**src/rtl/dp_writeback_pkg.sv**
```systemverilog
package dp_writeback_pkg;

  typedef enum logic [1:0] {
    FC_LOGIC = 2'd0,
    FC_ADD   = 2'd1,
    FC_SUB   = 2'd2,
    FC_SBC   = 2'd3
  } flag_class_e;

  function automatic flag_class_e classify(input logic [3:0] op);
    case (op)
      4'h2, 4'h3, 4'hA: classify = FC_SUB;
      4'h4, 4'h5, 4'hB: classify = FC_ADD;
      4'h6, 4'h7:       classify = FC_SBC;
      default:          classify = FC_LOGIC;
    endcase
  endfunction

  function automatic logic is_test(input logic [3:0] op);
    is_test = (op[3:2] == 2'b10);
  endfunction

  function automatic logic is_reversed(input logic [3:0] op);
    is_reversed = (op == 4'h3) || (op == 4'h7);
  endfunction

endpackage

```
**src/rtl/dp_flag_calc.sv**
```systemverilog
module dp_flag_calc
  import dp_writeback_pkg::*;
#(
  parameter int XLEN = 32
) (
  input  logic [3:0]      opcode,
  input  logic [XLEN-1:0] op_a,
  input  logic [XLEN-1:0] op_b,
  input  logic [XLEN-1:0] alu_res,
  input  logic            alu_cout,
  input  logic            shf_cout,
  input  logic            carry_in,
  input  logic            v_old,
  output logic [3:0]      nzcv
);
  localparam int MSB = XLEN - 1;

  flag_class_e     cls;
  logic [XLEN-1:0] minuend, subtrahend;
  logic [XLEN:0]   sub_ext;
  logic            c_sub, v_sub, v_add, n_f, z_f;

  always_comb begin
    cls        = classify(opcode);
    minuend    = is_reversed(opcode) ? op_b : op_a;
    subtrahend = is_reversed(opcode) ? op_a : op_b;
    sub_ext    = {1'b0, subtrahend};
    if (cls == FC_SBC) sub_ext = sub_ext + {{XLEN{1'b0}}, ~carry_in};
    c_sub = ({1'b0, minuend} >= sub_ext);
    v_sub = ((minuend ^ subtrahend) & (minuend ^ alu_res)) >> MSB != '0;
    v_add = ((op_a ^ alu_res) & (op_b ^ alu_res)) >> MSB != '0;
    n_f   = alu_res[MSB];
    z_f   = (alu_res == '0);
    case (cls)
      FC_ADD:  nzcv = {n_f, z_f, alu_cout, v_add};
      FC_SUB,
      FC_SBC:  nzcv = {n_f, z_f, c_sub, v_sub};
      default: nzcv = {n_f, z_f, shf_cout, v_old};
    endcase
  end

endmodule

```
**src/rtl/dp_wb_ctrl.sv**
```systemverilog
module dp_wb_ctrl
  import dp_writeback_pkg::*;
#(
  parameter int RIDX_W = 4,
  parameter int PC_IDX = 15
) (
  input  logic              instr_vld,
  input  logic [3:0]        opcode,
  input  logic              set_flags,
  input  logic [RIDX_W-1:0] rd_idx,
  output logic              wr_en,
  output logic              reload,
  output logic              restore,
  output logic              flag_upd
);
  logic test_op, hits_pc;

  always_comb begin
    test_op  = is_test(opcode);
    hits_pc  = (rd_idx == RIDX_W'(PC_IDX));
    wr_en    = instr_vld && !test_op;
    reload   = wr_en && hits_pc;
    restore  = reload && set_flags;
    flag_upd = instr_vld && set_flags && !(hits_pc && !test_op);
  end

endmodule

```
**src/rtl/dp_status_reg.sv**
```systemverilog
module dp_status_reg #(
  parameter int          XLEN     = 32,
  parameter logic [31:0] RESET_SR = 32'h0000_00D3
) (
  input  logic            clk,
  input  logic            rst_n,
  input  logic            restore,
  input  logic            flag_upd,
  input  logic [XLEN-1:0] saved_sr,
  input  logic [3:0]      nzcv,
  output logic [XLEN-1:0] status
);
  localparam int LOW_W = XLEN - 4;

  always_ff @(posedge clk) begin
    if (!rst_n)        status <= XLEN'(RESET_SR);
    else if (restore)  status <= saved_sr;
    else if (flag_upd) status <= {nzcv, status[LOW_W-1:0]};
  end

  // restore copies the saved word whole
  a_r9_restore_full: assert property (@(posedge clk) disable iff (!rst_n)
    restore |=> status == $past(saved_sr));

  // no request, no change
  a_r10_hold: assert property (@(posedge clk) disable iff (!rst_n)
    (!restore && !flag_upd) |=> $stable(status));

  // flag update leaves low bits alone
  a_r10_low_bits: assert property (@(posedge clk) disable iff (!rst_n)
    (!restore && flag_upd) |=> status[LOW_W-1:0] == $past(status[LOW_W-1:0]));

endmodule

```
**src/rtl/dp_writeback.sv**
```systemverilog
module dp_writeback
  import dp_writeback_pkg::*;
#(
  parameter int          XLEN     = 32,
  parameter int          RIDX_W   = 4,
  parameter int          PC_IDX   = 15,
  parameter logic [31:0] RESET_SR = 32'h0000_00D3
) (
  input  logic              clk,
  input  logic              rst_n,
  input  logic              instr_vld,
  input  logic [3:0]        opcode,
  input  logic              set_flags,
  input  logic [RIDX_W-1:0] rd_idx,
  input  logic [XLEN-1:0]   op_a,
  input  logic [XLEN-1:0]   op_b,
  input  logic [XLEN-1:0]   alu_res,
  input  logic              alu_cout,
  input  logic              shf_cout,
  input  logic              carry_in,
  input  logic [XLEN-1:0]   saved_sr,
  output logic              wb_we,
  output logic [RIDX_W-1:0] wb_addr,
  output logic [XLEN-1:0]   wb_data,
  output logic              reload_req,
  output logic [XLEN-1:0]   status
);
  localparam int V_BIT = XLEN - 4;

  logic       restore, flag_upd;
  logic [3:0] nzcv;

  dp_wb_ctrl #(.RIDX_W(RIDX_W), .PC_IDX(PC_IDX)) u_ctrl (
    .instr_vld (instr_vld),
    .opcode    (opcode),
    .set_flags (set_flags),
    .rd_idx    (rd_idx),
    .wr_en     (wb_we),
    .reload    (reload_req),
    .restore   (restore),
    .flag_upd  (flag_upd)
  );

  dp_flag_calc #(.XLEN(XLEN)) u_flags (
    .opcode   (opcode),
    .op_a     (op_a),
    .op_b     (op_b),
    .alu_res  (alu_res),
    .alu_cout (alu_cout),
    .shf_cout (shf_cout),
    .carry_in (carry_in),
    .v_old    (status[V_BIT]),
    .nzcv     (nzcv)
  );

  dp_status_reg #(.XLEN(XLEN), .RESET_SR(RESET_SR)) u_sr (
    .clk      (clk),
    .rst_n    (rst_n),
    .restore  (restore),
    .flag_upd (flag_upd),
    .saved_sr (saved_sr),
    .nzcv     (nzcv),
    .status   (status)
  );

  assign wb_addr = rd_idx;
  assign wb_data = alu_res;

  // compare/test never writes or reloads
  a_r2_test_no_wb: assert property (@(posedge clk) disable iff (!rst_n)
    is_test(opcode) |-> (!wb_we && !reload_req));

  // reload only alongside a write to the PC index
  a_r8_reload_pc: assert property (@(posedge clk) disable iff (!rst_n)
    reload_req |-> (wb_we && wb_addr == RIDX_W'(PC_IDX)));

  // idle strobe means no write
  a_r3_idle_no_wb: assert property (@(posedge clk) disable iff (!rst_n)
    !instr_vld |-> (!wb_we && !reload_req));

  // logical opcodes keep V
  a_r4_logic_keeps_v: assert property (@(posedge clk) disable iff (!rst_n)
    (instr_vld && set_flags && classify(opcode) == FC_LOGIC && !reload_req)
      |=> status[V_BIT] == $past(status[V_BIT]));

  // S clear leaves status unchanged
  a_r10_no_s_stable: assert property (@(posedge clk) disable iff (!rst_n)
    !set_flags |=> $stable(status));

endmodule

```
**config.mk**
```make
export PLATFORM = sky130hd
export DESIGN_NAME = dp_writeback
export DESIGN_NICKNAME = d
export VERILOG_FILES = /design/src/rtl/dp_writeback_pkg.sv /design/src/rtl/dp_flag_calc.sv /design/src/rtl/dp_wb_ctrl.sv /design/src/rtl/dp_status_reg.sv /design/src/rtl/dp_writeback.sv
export SDC_FILE = /design/constraint.sdc
export NUM_CORES = 1
export LEC_CHECK = 0
export BUFFER_PORTS_ARGS = -buffer_cell sky130_fd_sc_hd__buf_4
export CAP_MARGIN = 20
export CORE_ASPECT_RATIO = 1.5
export CORE_MARGIN = 4
export CORE_UTILIZATION = 42
export DETAILED_ROUTE_END_ITERATION = 8
export PLACE_DENSITY = 0.74
export SYNTH_ARGS = -nofsm -noshare
export SYNTH_HDL_FRONTEND = slang
export SYNTH_SLANG_ARGS = --single-unit
```
**constraint.sdc**
```tcl
create_clock -name clk -period 8.24 [get_ports clk]
set_input_delay 0.412 -clock clk [delete_from_list [all_inputs] [get_ports clk]]
set_output_delay 0.412 -clock clk [all_outputs]
set_load 0.02 [all_outputs]
```
======== Word level (Yosys, flattened, before mapping) ========
Memories as Yosys holds them, arrays and structs flattened.
Index checks and enable logic that the tools add are counted.
storage, ports and cells
  register bits after elaboration ......... 32
  bits in latches ......................... 0
  memory bits (writable) .................. 0
  bits in read-only memories .............. 32
  bits of input ports ..................... 143
  output and inout bits ................... 70
  word-level logic and storage cells ...... 40
  memories kept ........................... 1
cells by class
  add/subtract/negate cells ............... 1
  multiply operators ...................... 0
  divide/modulo/power cells ............... 0
  magnitude comparators ................... 1
  equality and inequality tests ........... 7
  shift operators ......................... 0
  muxes and demuxes ....................... 6
  bitwise operators ....................... 7
  reductions and logical operators ........ 14
memories
  name             words  bits a word  read ports  clocked after Yosys merged registers in  write ports  RTL line                RTL
  (no name shown)  16     2            1           0                                        0            dp_writeback_pkg.sv:11  case (op)
operators with widths
  cell                  count
  $mux W32              4
  $xor A32 B32 Y32      4
  $and A32 B32 Y32      2
  $add A32 B1 Y33       1
  $ge A32 B33 Y1        1
  $mux W33              1
  $logic_not A32 Y1     1
  $eq A2 B2 Y1 const B  3
  $logic_and A1 B1 Y1   6
  $eq A4 B2 Y1 const B  1
  $eq A4 B3 Y1 const B  1
  $eq A4 B4 Y1 const B  1
  $pmux W2 S2           1
  $reduce_bool A3 Y1    1
  $eq A2 B1 Y1 const B  1
  $logic_not A1 Y1      2
  $reduce_and A2 Y1     1
  $reduce_bool A2 Y1    1
  $reduce_or A2 Y1      1
  $logic_or A1 B1 Y1    1
  $not A1 Y1            1

======== Depth between registers and ports, before layout ========
Gate-level depths: netlist of the first run.
  word-level depth ........................ 9
  depth in mapped cells ................... 20
  depth with buffers taken out ............ 17

======== Cells and area by module ========
A second synthesis of the first run with hierarchy kept.
second synthesis, totals
  cells, all modules ...................... 572
  area total of the unflattened synthesis .. 4357.9 um2
by module, submodules not included
  module         instances  cells each  area an instance (um2)  sequential area each (um2)
  dp_flag_calc   1          422         2767.7                  0.0
  dp_status_reg  1          107         1272.5                  640.6
  dp_writeback   1          36          270.3                   0.0
  dp_wb_ctrl     1          7           47.5                    0.0

======== Least setup slack after synthesis of the first run ========
Ideal clock, no wire load.
  path kind ............................... input port to flip-flop
  start ................................... input port opcode[3]
  end ..................................... register u_sr.status[29]
  library setup time ...................... 117 ps
  data arrival time ....................... 3833 ps
  required time ........................... 8123 ps
  slack ................................... 4290 ps
  stages .................................. 19
  buffers on the path ..................... 3
  cell sequence ........................... nand3b_4 buf_2 buf_4 buf_2 nand2_1 nand2_1 ha_1 ha_1 and3_1 o21ai_1 or2_4 nor4_2 xor2_1 ha_1 a211o_1 nor3_1 o221ai_1 a21o_1 a32o_1
on the way
  word-level cells in the longest chain between the ends .. 9
  elaborated cells on any way between the ends .. 25
  those cells by class .................... add/sub (1); order compare (1); eq/ne (6); mux (6); reduce/logical (10); memory (1)
ends and longest elaborated chain
  element                                       RTL line                RTL
  from (decl)                                   dp_writeback.sv:12      input logic [3:0] opcode,
  $eq A4 B2 Y1 or $eq A4 B3 Y1 (tied branches)  dp_writeback_pkg.sv:24  is_reversed = (op == 4'h3) || (op == 4'h7);
  $logic_or A1 B1 Y1                            dp_writeback_pkg.sv:24
  $mux W32                                      dp_flag_calc.sv:26      subtrahend = is_reversed(opcode) ? op_a : op_b;
  $add A32 B1 Y33                               dp_flag_calc.sv:28      if (cls == FC_SBC) sub_ext = sub_ext + {{XLEN{1'b0}}, ~carry_in};
  $mux W33                                      dp_flag_calc.sv:28
  $ge A32 B33 Y1                                dp_flag_calc.sv:29      c_sub = ({1'b0, minuend} >= sub_ext);
  $pmux W2 S2                                   dp_flag_calc.sv:34      case (cls)
  $mux W32                                      dp_status_reg.sv:18     else if (flag_upd) status <= {nzcv, status[LOW_W-1:0]};
  $mux W32                                      dp_status_reg.sv:17     else if (restore) status <= saved_sr;
  to (signal assigned)                          dp_status_reg.sv:16     if (!rst_n) status <= XLEN'(RESET_SR);
  to (signal assigned)                          dp_status_reg.sv:17
  to (signal assigned)                          dp_status_reg.sv:18
  to (decl)                                     dp_status_reg.sv:11     output logic [XLEN-1:0] status
Several ways; a longest one is shown, not always the timed one. The select of a mux whose other input is x is not followed.
A chain may end at the register's enable or synchronous reset.

======== Worst setup path after layout of the first run ========
Same ends and word-level chain as after synthesis.

==> implementation parameters, run 1 <==
Parameter                              Value

Outcome
  Status ... finished clean

Synth
  Number of library cell types mapped by synthesis ... 58
  Main flop type after synthesis ... sky130_fd_sc_hd__dfxtp_1
  Count of yosys warnings during synthesis ... 0
  Fraction of the mapped netlist area in simple logic gates ... 36.6%
  Combined area of all synthesized cells ... 0.00440 sq mm
  Synthesized net count ... 814
  #FFs+latches synth ... 32
  Proportion of synthesized area in mux cells ... 7.25%
  Sequential cell area fraction in the yosys report ... 14.6%
  Largest family of logic cells by synthesized area ... simple AND/OR/NAND/NOR gates
  Xor-xnor portion of the synthesized cell area ... 8.36%
  Mapped Cells ... 637
  Complex-gate fraction of the synthesized area ... 13.6%
  Post-Syn Area per Cell ... 6.91 sq um
  Count of flip-flops with a built-in enable after synthesis ... 0
  Post-synthesis adder-cell area fraction ... 9.67%
  Share of flip-flops with an asynchronous set or reset after synthesis ... 0%

Detailed routing
  Number of vias per cell after detailed routing ... 5.42
  DRC violations left ... 0
  Wire length per cell after detailed routing ... 15.5 um
  Antenna viol nets, final ... 0
  Routed wire length ... 14600 um
  First-pass detailed-route iteration total ... 4
  1st-iter DRT viols ... 222
  Total vias in the final route ... 5097

Layout
  Final standard cell utilization of the core ... 58.7%
  Area used by sequential logic in the layout ... 641 sq um
  Area grow syn2layout ... 36.0%
  Number of nets in the layout ... 975
  Biggest registers after layout ... u_sr.status (32)
  Register ranked first by flip-flop count ... u_sr.status
  Layout fillers ... 961
  Total inserted antenna cells ... 0
  Multi-input gate area ... 0.00332 sq mm
  Flip-flop count of the largest register, all copies and words added ... 32
  Fraction of layout instances using a drive strength above 1 ... 30.4%

Timing
  Slew of the pin with the lowest slew margin ... 0.960 ns
  Final-report hold violation count ... 0
  Highest attainable clock frequency ... 220 MHz
  Max-slew headroom ... 36.0%
  Setup Skew ... 0 ns
  Post-Route Setup TNS ... 0 ns
  Period minus WS final ... 4.55 ns
  Post-route fraction of the period consumed by the critical path ... 55.2%
  Unrepaired setup endpoints after global routing ... no
  Max-slew violation count ... 0
  Final setup violating endpoints ... 0

Clock tree
  Clock network latency to the later pin of the worst-skew pair ... 0.27 ns
  Number of buffers created by CTS ... 5
  Post-CTS setup buffer count ... 0
  Root buffer cell ... sky130_fd_sc_hd__clkbuf_16
  H-tree levels ... 2
  CTS clk-pin slew, worst paths ... 0.05 ns
  Post-cts sizing count ... 0
  Clock tree from TritonCTS ... built
  CTS Sinks ... 32
  Clock tree buffer depth ... 2
  Hold-fix buffers, CTS ... 0

Worst setup path
  Worst Path Max Fanout ... 42
  Worst-case reg-to-reg path depth ... 3
  CP Data Arrival Time ... 4.76 ns
  Critical Setup Path Class ... in -> reg
  Critical Path Slowest Stage Cell ... sky130_fd_sc_hd__buf_4
  Type of origin of the critical path ... input pin
  Termination of the worst setup path ... u_sr.status[29]
  Endpoint of the worst register-to-register path ... u_sr.status[29]
  Data required, critical path ... 8.45 ns
  Reg-to-reg startpoint ... u_sr.status[29]
  Worst reg2reg setup slack ... 7.50 ns
  Startpoint of the worst setup timing path ... opcode[3]
  Most frequent cell on the critical path ... sky130_fd_sc_hd__ha_1
  Biggest cell delay along the critical path ... 0.54 ns
  Critical path capture point type ... flop
  Ordered list of cells on the worst path ... buf_4, nand3b_4, buf_4, nand2_1, nand2_1, ha_1, ha_1, and3_1, o21ai_1, or2_4, nor4_2, xor2_1, ha_1, nand4_1, a2111oi_0, nor3_1, o221ai_1, a21o_1, a32o_1

Power
  Total power consumption of the routed design ... 0.610 mW
  Clock Power Share ... 36.2%
  Total net switching power ... 0.183 mW
  Leakage dissipation ... 2.90 nW
  Register share of total power ... 25.9%
  Switching Share ... 30.1%
  Int Pwr ... 0.426 mW
  Peak supply drop ... 0.0678 mV
  Part of the total power dissipated in combinational logic ... 37.9%
  Power density over the cells ... 102 mW/mm^2

GRT
  Number of antenna violations at the first check in global routing ... 0
  Leftover overflow at the end of global routing ... 0
  Vias in the first global route ... 5054
  All-Layer GR Usage ... 22.9%
  Wire length of the first global-routing pass ... 23500 um
  Pin count of the biggest net entering global routing ... 58

Placed design
  HPWL Detailed ... 12200 um
  Final Wtd Congestion ... 0.955
  I/O Buffers ... 212

Floorplan
  Io pins ... 213
  Chip height ... 133 um
  Floorplan row count ... 45
  Total core area ... 0.0102 sq mm
  Initial Util ... 43.2%
  Die X ... 91.6 um
  Total die area ... 0.0122 sq mm

Worst hold path
  Worst hold-check path type ... in -> reg

Run
  # Max-Cap Violations ... 0
[synthesized netlist by cell type (2+ instances only)]
library cell                number  area [sq um]
sky130_fd_sc_hd__nor4_4          3          63.8
sky130_fd_sc_hd__o221ai_1        2          17.5
sky130_fd_sc_hd__buf_1           4          15.0
sky130_fd_sc_hd__nand2_1       184           691
sky130_fd_sc_hd__mux2_2          4          45.0
sky130_fd_sc_hd__nor3b_1         4          30.0
sky130_fd_sc_hd__nor4_2          4          50.1
sky130_fd_sc_hd__a21boi_0       20           150
sky130_fd_sc_hd__buf_4          38           285
sky130_fd_sc_hd__inv_1          14          52.6
sky130_fd_sc_hd__nor2_1         33           124
sky130_fd_sc_hd__nand3_1        24           120
sky130_fd_sc_hd__nor3_1         20           100
sky130_fd_sc_hd__o31ai_1         2          15.0
sky130_fd_sc_hd__o21ai_1         2          10.0
sky130_fd_sc_hd__o21ai_0        21           105
sky130_fd_sc_hd__a22oi_1         3          22.5
sky130_fd_sc_hd__xnor2_1        13           114
sky130_fd_sc_hd__nor4_1         14          87.6
sky130_fd_sc_hd__buf_2          11          55.1
sky130_fd_sc_hd__and3_1          4          25.0
sky130_fd_sc_hd__dfxtp_1        32           641
sky130_fd_sc_hd__nor2b_1         2          12.5
sky130_fd_sc_hd__a21oi_1        18          90.1
sky130_fd_sc_hd__and2_1          2          12.5
sky130_fd_sc_hd__a221oi_1        3          26.3
sky130_fd_sc_hd__nand2b_1        9          56.3
sky130_fd_sc_hd__ha_1           34           425
sky130_fd_sc_hd__clkbuf_1        7          26.3
sky130_fd_sc_hd__a21o_1          3          22.5
sky130_fd_sc_hd__a31oi_1         2          12.5
sky130_fd_sc_hd__xor2_1         29           254
sky130_fd_sc_hd__a211oi_1        3          22.5
sky130_fd_sc_hd__mux2i_1        26           260
sky130_fd_sc_hd__a2111oi_0       2          17.5
sky130_fd_sc_hd__a21boi_1        3          22.5
sky130_fd_sc_hd__nand4_1        17           106
[cell type report]
cell class / count / share of cell area [%]
multi-input cells: 530 / 55.5
repair buffers: 214 / 26.8
flip-flops and latches: 32 / 10.7
well taps: 141 / 2.95
clock buffers: 7 / 2.55
inverters: 15 / 0.941
clock inverters: 1 / 0.502
[kinds of logic after synthesis]
| logic type | count (synthesis) |
|---|---|
| AO/OA/AOI/OAI | 91 |
| XOR/XNOR | 42 |
| adder cells (fa/ha/maj) | 34 |
| buffers and inverters | 75 |
| flip-flops | 32 |
| multiplexers | 31 |
| AND/OR/NAND/NOR | 332 |
[worst min-delay path by stage]
stage | startpoint | to | slack [ns] | depth (start not counted)
floorplan | u_sr.status[28] | u_sr.status[28] | 0.47 | 2
global placement | u_sr.status[18] | u_sr.status[18] | 0.44 | 2
detailed placement | u_sr.status[13] | u_sr.status[13] | 0.45 | 2
CTS | saved_sr[6] | u_sr.status[6] | 0.35 | 3
global route | saved_sr[6] | u_sr.status[6] | 0.35 | 3
finish | saved_sr[6] | u_sr.status[6] | 0.36 | 3
[layout by cell type, fill, tap and decap left out, drive strengths merged, types with 23 or more instances in the layout]
cell type	Yosys	layout
xor2	29	29
nand3	24	24
nand2	184	184
nor2	33	33
buf	53	214
o21ai	23	23
a21boi	23	23
dfxtp	32	32
mux2i	27	27
ha	34	34
[through the flow]
step	hold slack, ns	setup slack (ns)	cells	cell area, sq um
floorplan	0.474	4.29	637	4400
global placement	0.444	3.70	932	5800
finish	0.358	3.69	940	5980
CTS	0.352	3.74	940	5980
global route	0.354	3.38	940	5980
detailed placement	0.446	3.48	932	5800
[metal layers]
metal,up-vias,routed length [um],global-route usage [%]
li1,2502,-,-
met2,214,7630,43.4
met1,2342,5430,24.0
met4,0,505,9.98
met5,-,0,0
met3,39,1040,4.29
[worst max-delay path, delay by kind of cell]
kind,cells,cell delay (ns)
buf+inv,2,0.66
fa+ha+maj,3,0.66
simple gates,8,1.71
xor+xnor,1,0.12
compound gates,5,1.17
[power groups by stage]
stage	sequential (mW)	clock (mW)	combinational [mW]
2_1_floorplan	0.163	0	0.127
3_3_place_gp	0.161	0	0.226
3_5_place_dp	0.161	0	0.229
4_1_cts	0.158	0.226	0.230
5_1_grt	0.158	0.233	0.255
6_report	0.158	0.221	0.231
(Power assumes the default switching activity.)
==> inputs of run 2 (changes only) <==
- ABC_AREA: default -> 1
- PLACE_DENSITY: 0.74 -> 0.78
- clock period: 8.24 -> 3.6 ns (I/O delays scaled with it)
==> run 2 against run 1 <==
Compared with the run above:
- register-to-register slack got worse by 4.6 ns
- critical path type unchanged
- total power rose by 120%
- worst setup slack worse by 3.4 ns
- first-iteration DRC count down 22%
- core utilization grew 1.5 points
==> implementation parameters, run 2 <==
Parameter                              Value

Outcome
  Status ... finished clean

Placed design
  Final Wtd Congestion ... 0.930
  HPWL Detailed ... 11300 um
  I/O Buffers ... 212
  Pre-CTS setup slack ... 0.0175 ns
  Area after DPL ... 0.00563 sq mm

Layout
  Area grow syn2layout ... 40.2%
  Flip-flop count of the largest register, all copies and words added ... 32
  Register ranked first by flip-flop count ... u_sr.status
  Commonest cells after routing, fill and taps aside ... sky130_fd_sc_hd__buf_4 (234), sky130_fd_sc_hd__nand2_1 (222), sky130_fd_sc_hd__inv_1 (67)
  Post-route design area ... 0.00583 sq mm
  Biggest registers after layout ... u_sr.status (32)
  Number of nets in the layout ... 1048
  Fraction of layout instances using a drive strength above 1 ... 33.3%
  Most frequent standard cell in the layout excluding fill and tap cells ... sky130_fd_sc_hd__buf_4
  Total inserted antenna cells ... 0

Power
  Leakage dissipation ... 2.96 nW
  Power density over the cells ... 234 mW/mm^2
  Peak supply drop ... 0.329 mV

Synth
  #FFs+latches synth ... 32
  Synth top area cells ... sky130_fd_sc_hd__nand2_1 (20%), sky130_fd_sc_hd__dfxtp_1 (15%), sky130_fd_sc_hd__ha_1 (10%)
  Most frequent cells after synthesis ... sky130_fd_sc_hd__nand2_1 (222), sky130_fd_sc_hd__inv_1 (67), sky130_fd_sc_hd__nor2_1 (53), sky130_fd_sc_hd__o21ai_0 (40), sky130_fd_sc_hd__a21oi_1 (39)
  Sequential cell area fraction in the yosys report ... 15.4%
  Main flop type after synthesis ... sky130_fd_sc_hd__dfxtp_1
  Mapped Cells ... 689
  Most frequent cell after synthesis ... sky130_fd_sc_hd__nand2_1
  Count of flip-flops with a built-in enable after synthesis ... 0
  Count of yosys warnings during synthesis ... 0
  Post-Syn Area per Cell ... 6.04 sq um
  Post-synth top area share ... 20.0%
  Share of flip-flops with an asynchronous set or reset after synthesis ... 0%
  Combined area of all synthesized cells ... 0.00416 sq mm
  Synthesized net count ... 866
  Largest area contributor in the synthesized netlist ... sky130_fd_sc_hd__nand2_1
  Number of library cell types mapped by synthesis ... 44

Worst setup path
  Most frequent cell on the critical path ... sky130_fd_sc_hd__nand2_1
  CP Data Arrival Time ... 3.48 ns
  Critical Path Slowest Stage Cell ... sky130_fd_sc_hd__ha_1
  Critical path capture point type ... flop
  Data required, critical path ... 3.80 ns
  Type of origin of the critical path ... input pin
  Biggest cell delay along the critical path ... 0.29 ns
  Critical Setup Path Class ... in -> reg
  Worst Path Max Fanout ... 6

GRT
  Number of antenna violations at the first check in global routing ... 0
  Pin count of the biggest net entering global routing ... 32
  Vias in the first global route ... 4637
  All-Layer GR Usage ... 22.2%
  Wire length of the first global-routing pass ... 20600 um
  Leftover overflow at the end of global routing ... 0

Timing
  Unrepaired setup endpoints after global routing ... no
  Slack of the critical path ... 0.320 ns
  Max-slew violation count ... 0
  Setup Skew ... 0 ns
  Period minus WS final ... 3.28 ns
  Max-slew headroom ... 43.2%
  Post-route fraction of the period consumed by the critical path ... 91.1%
  Hold slack final ... 0.101 ns
  Highest attainable clock frequency ... 305 MHz
  Slew of the pin with the lowest slew margin ... 0.851 ns
  Final setup violating endpoints ... 0
  Post-Route Setup TNS ... 0 ns
  Final-report hold violation count ... 0

Detailed routing
  1st-iter DRT viols ... 173
  DRC violations left ... 0
  Total vias in the final route ... 4767
  Number of vias per cell after detailed routing ... 4.83
  Routed wire length ... 13100 um
  First-pass detailed-route iteration total ... 4
  Wire length per cell after detailed routing ... 13.2 um
  Antenna viol nets, final ... 0

Clock tree
  CTS clk-pin slew, worst paths ... 0.05 ns
  Clock network latency to the later pin of the worst-skew pair ... 0.28 ns
  Hold-fix buffers, CTS ... 0
  Clock tree from TritonCTS ... built
  Root buffer cell ... sky130_fd_sc_hd__clkbuf_16
  Number of buffers created by CTS ... 5
  H-tree levels ... 2
  Clock tree buffer depth ... 2
  CTS Sinks ... 32

Floorplan
  Io pins ... 213
  Floorplan row count ... 44
  Die X ... 89.3 um
  Chip height ... 130 um
  Total core area ... 0.00969 sq mm
  Total die area ... 0.0116 sq mm
  Initial Util ... 42.9%

Run
  # Max-Cap Violations ... 0

Worst hold path
  Worst hold-check path type ... in -> reg
-- run 2: layer usage --
layer / wire, um / track usage, % / up-vias
met5: 0 / 0 / -
met4: 223 / 7.10 / 0
met3: 949 / 5.12 / 15
met2: 6800 / 41.4 / 138
met1: 5090 / 24.0 / 2088
li1: - / - / 2526
-- run 2: cell families (layout without fill, tap and decap cells) --
group | Yosys count | after routing | synth area share, %
AOI/OAI and AO/OA | 122 | 122 | 17.0
xor gates and xnor gates | 28 | 28 | 5.89
adders and majority gates | 34 | 34 | 10.2
buffers and inverters | 136 | 319 | 16.9
DFF | 32 | 32 | 15.4
muxes | 1 | 1 | 0.241
and+or+nand+nor | 336 | 336 | 34.3
-- run 2: repair_timing --
item                       in CTS  in global routing
resized for setup               0                  6
setup endpoints to repair       0                  1
setup buffers                   0                  2
-- run 2: final timing paths --
kind / start / endpoint / slack [ns] / cells after the start
setup / recovery: opcode[3] / u_sr.status[29] / 0.32 / 31
hold / removal: saved_sr[6] / u_sr.status[6] / 0.10 / 3
setup reg to reg: u_sr.status[31] / u_sr.status[31] / 2.94 / 2
hold reg to reg: u_sr.status[28] / u_sr.status[28] / 0.46 / 2
-- run 2: metrics by stage --
stage                     utilization, %  total power, mW  cells
after CTS                           59.8             1.37    985
after detailed placement            58.1            0.897    977
after floorplan                        -            0.694    689
final                               60.2             1.36    987
after global placement              58.1            0.892    977
after global routing                60.2             1.45    987
-- run 2: report_power, final --
part	internal, mW	switching (mW)	total, mW
logic	0.250	0.284	0.534
registers	0.359	0.00235	0.361
clock network	0.325	0.145	0.469
total	0.933	0.431	1.36
-- run 2: worst max-delay path, delay by kind of cell --
| family | cells | cell delay, ns |
|---|---|---|
| xor+xnor | 1 | 0.14 |
| buf+inv | 4 | 0.33 |
| compound gates | 2 | 0.21 |
| simple gates | 21 | 1.96 |
| fa+ha+maj | 3 | 0.63 |
-- run 2: area by class of cell --
| class | instances | area (sq um) |
|---|---|---|
| Fill cell | 959 | 3860 |
| Inverter | 77 | 292 |
| Clock inverter | 2 | 35.0 |
| Timing Repair Buffer | 234 | 1760 |
| Tap cell | 115 | 144 |
| Clock buffer | 6 | 129 |
| Multi-Input combinational cell | 521 | 2840 |
| Sequential cell | 32 | 641 |
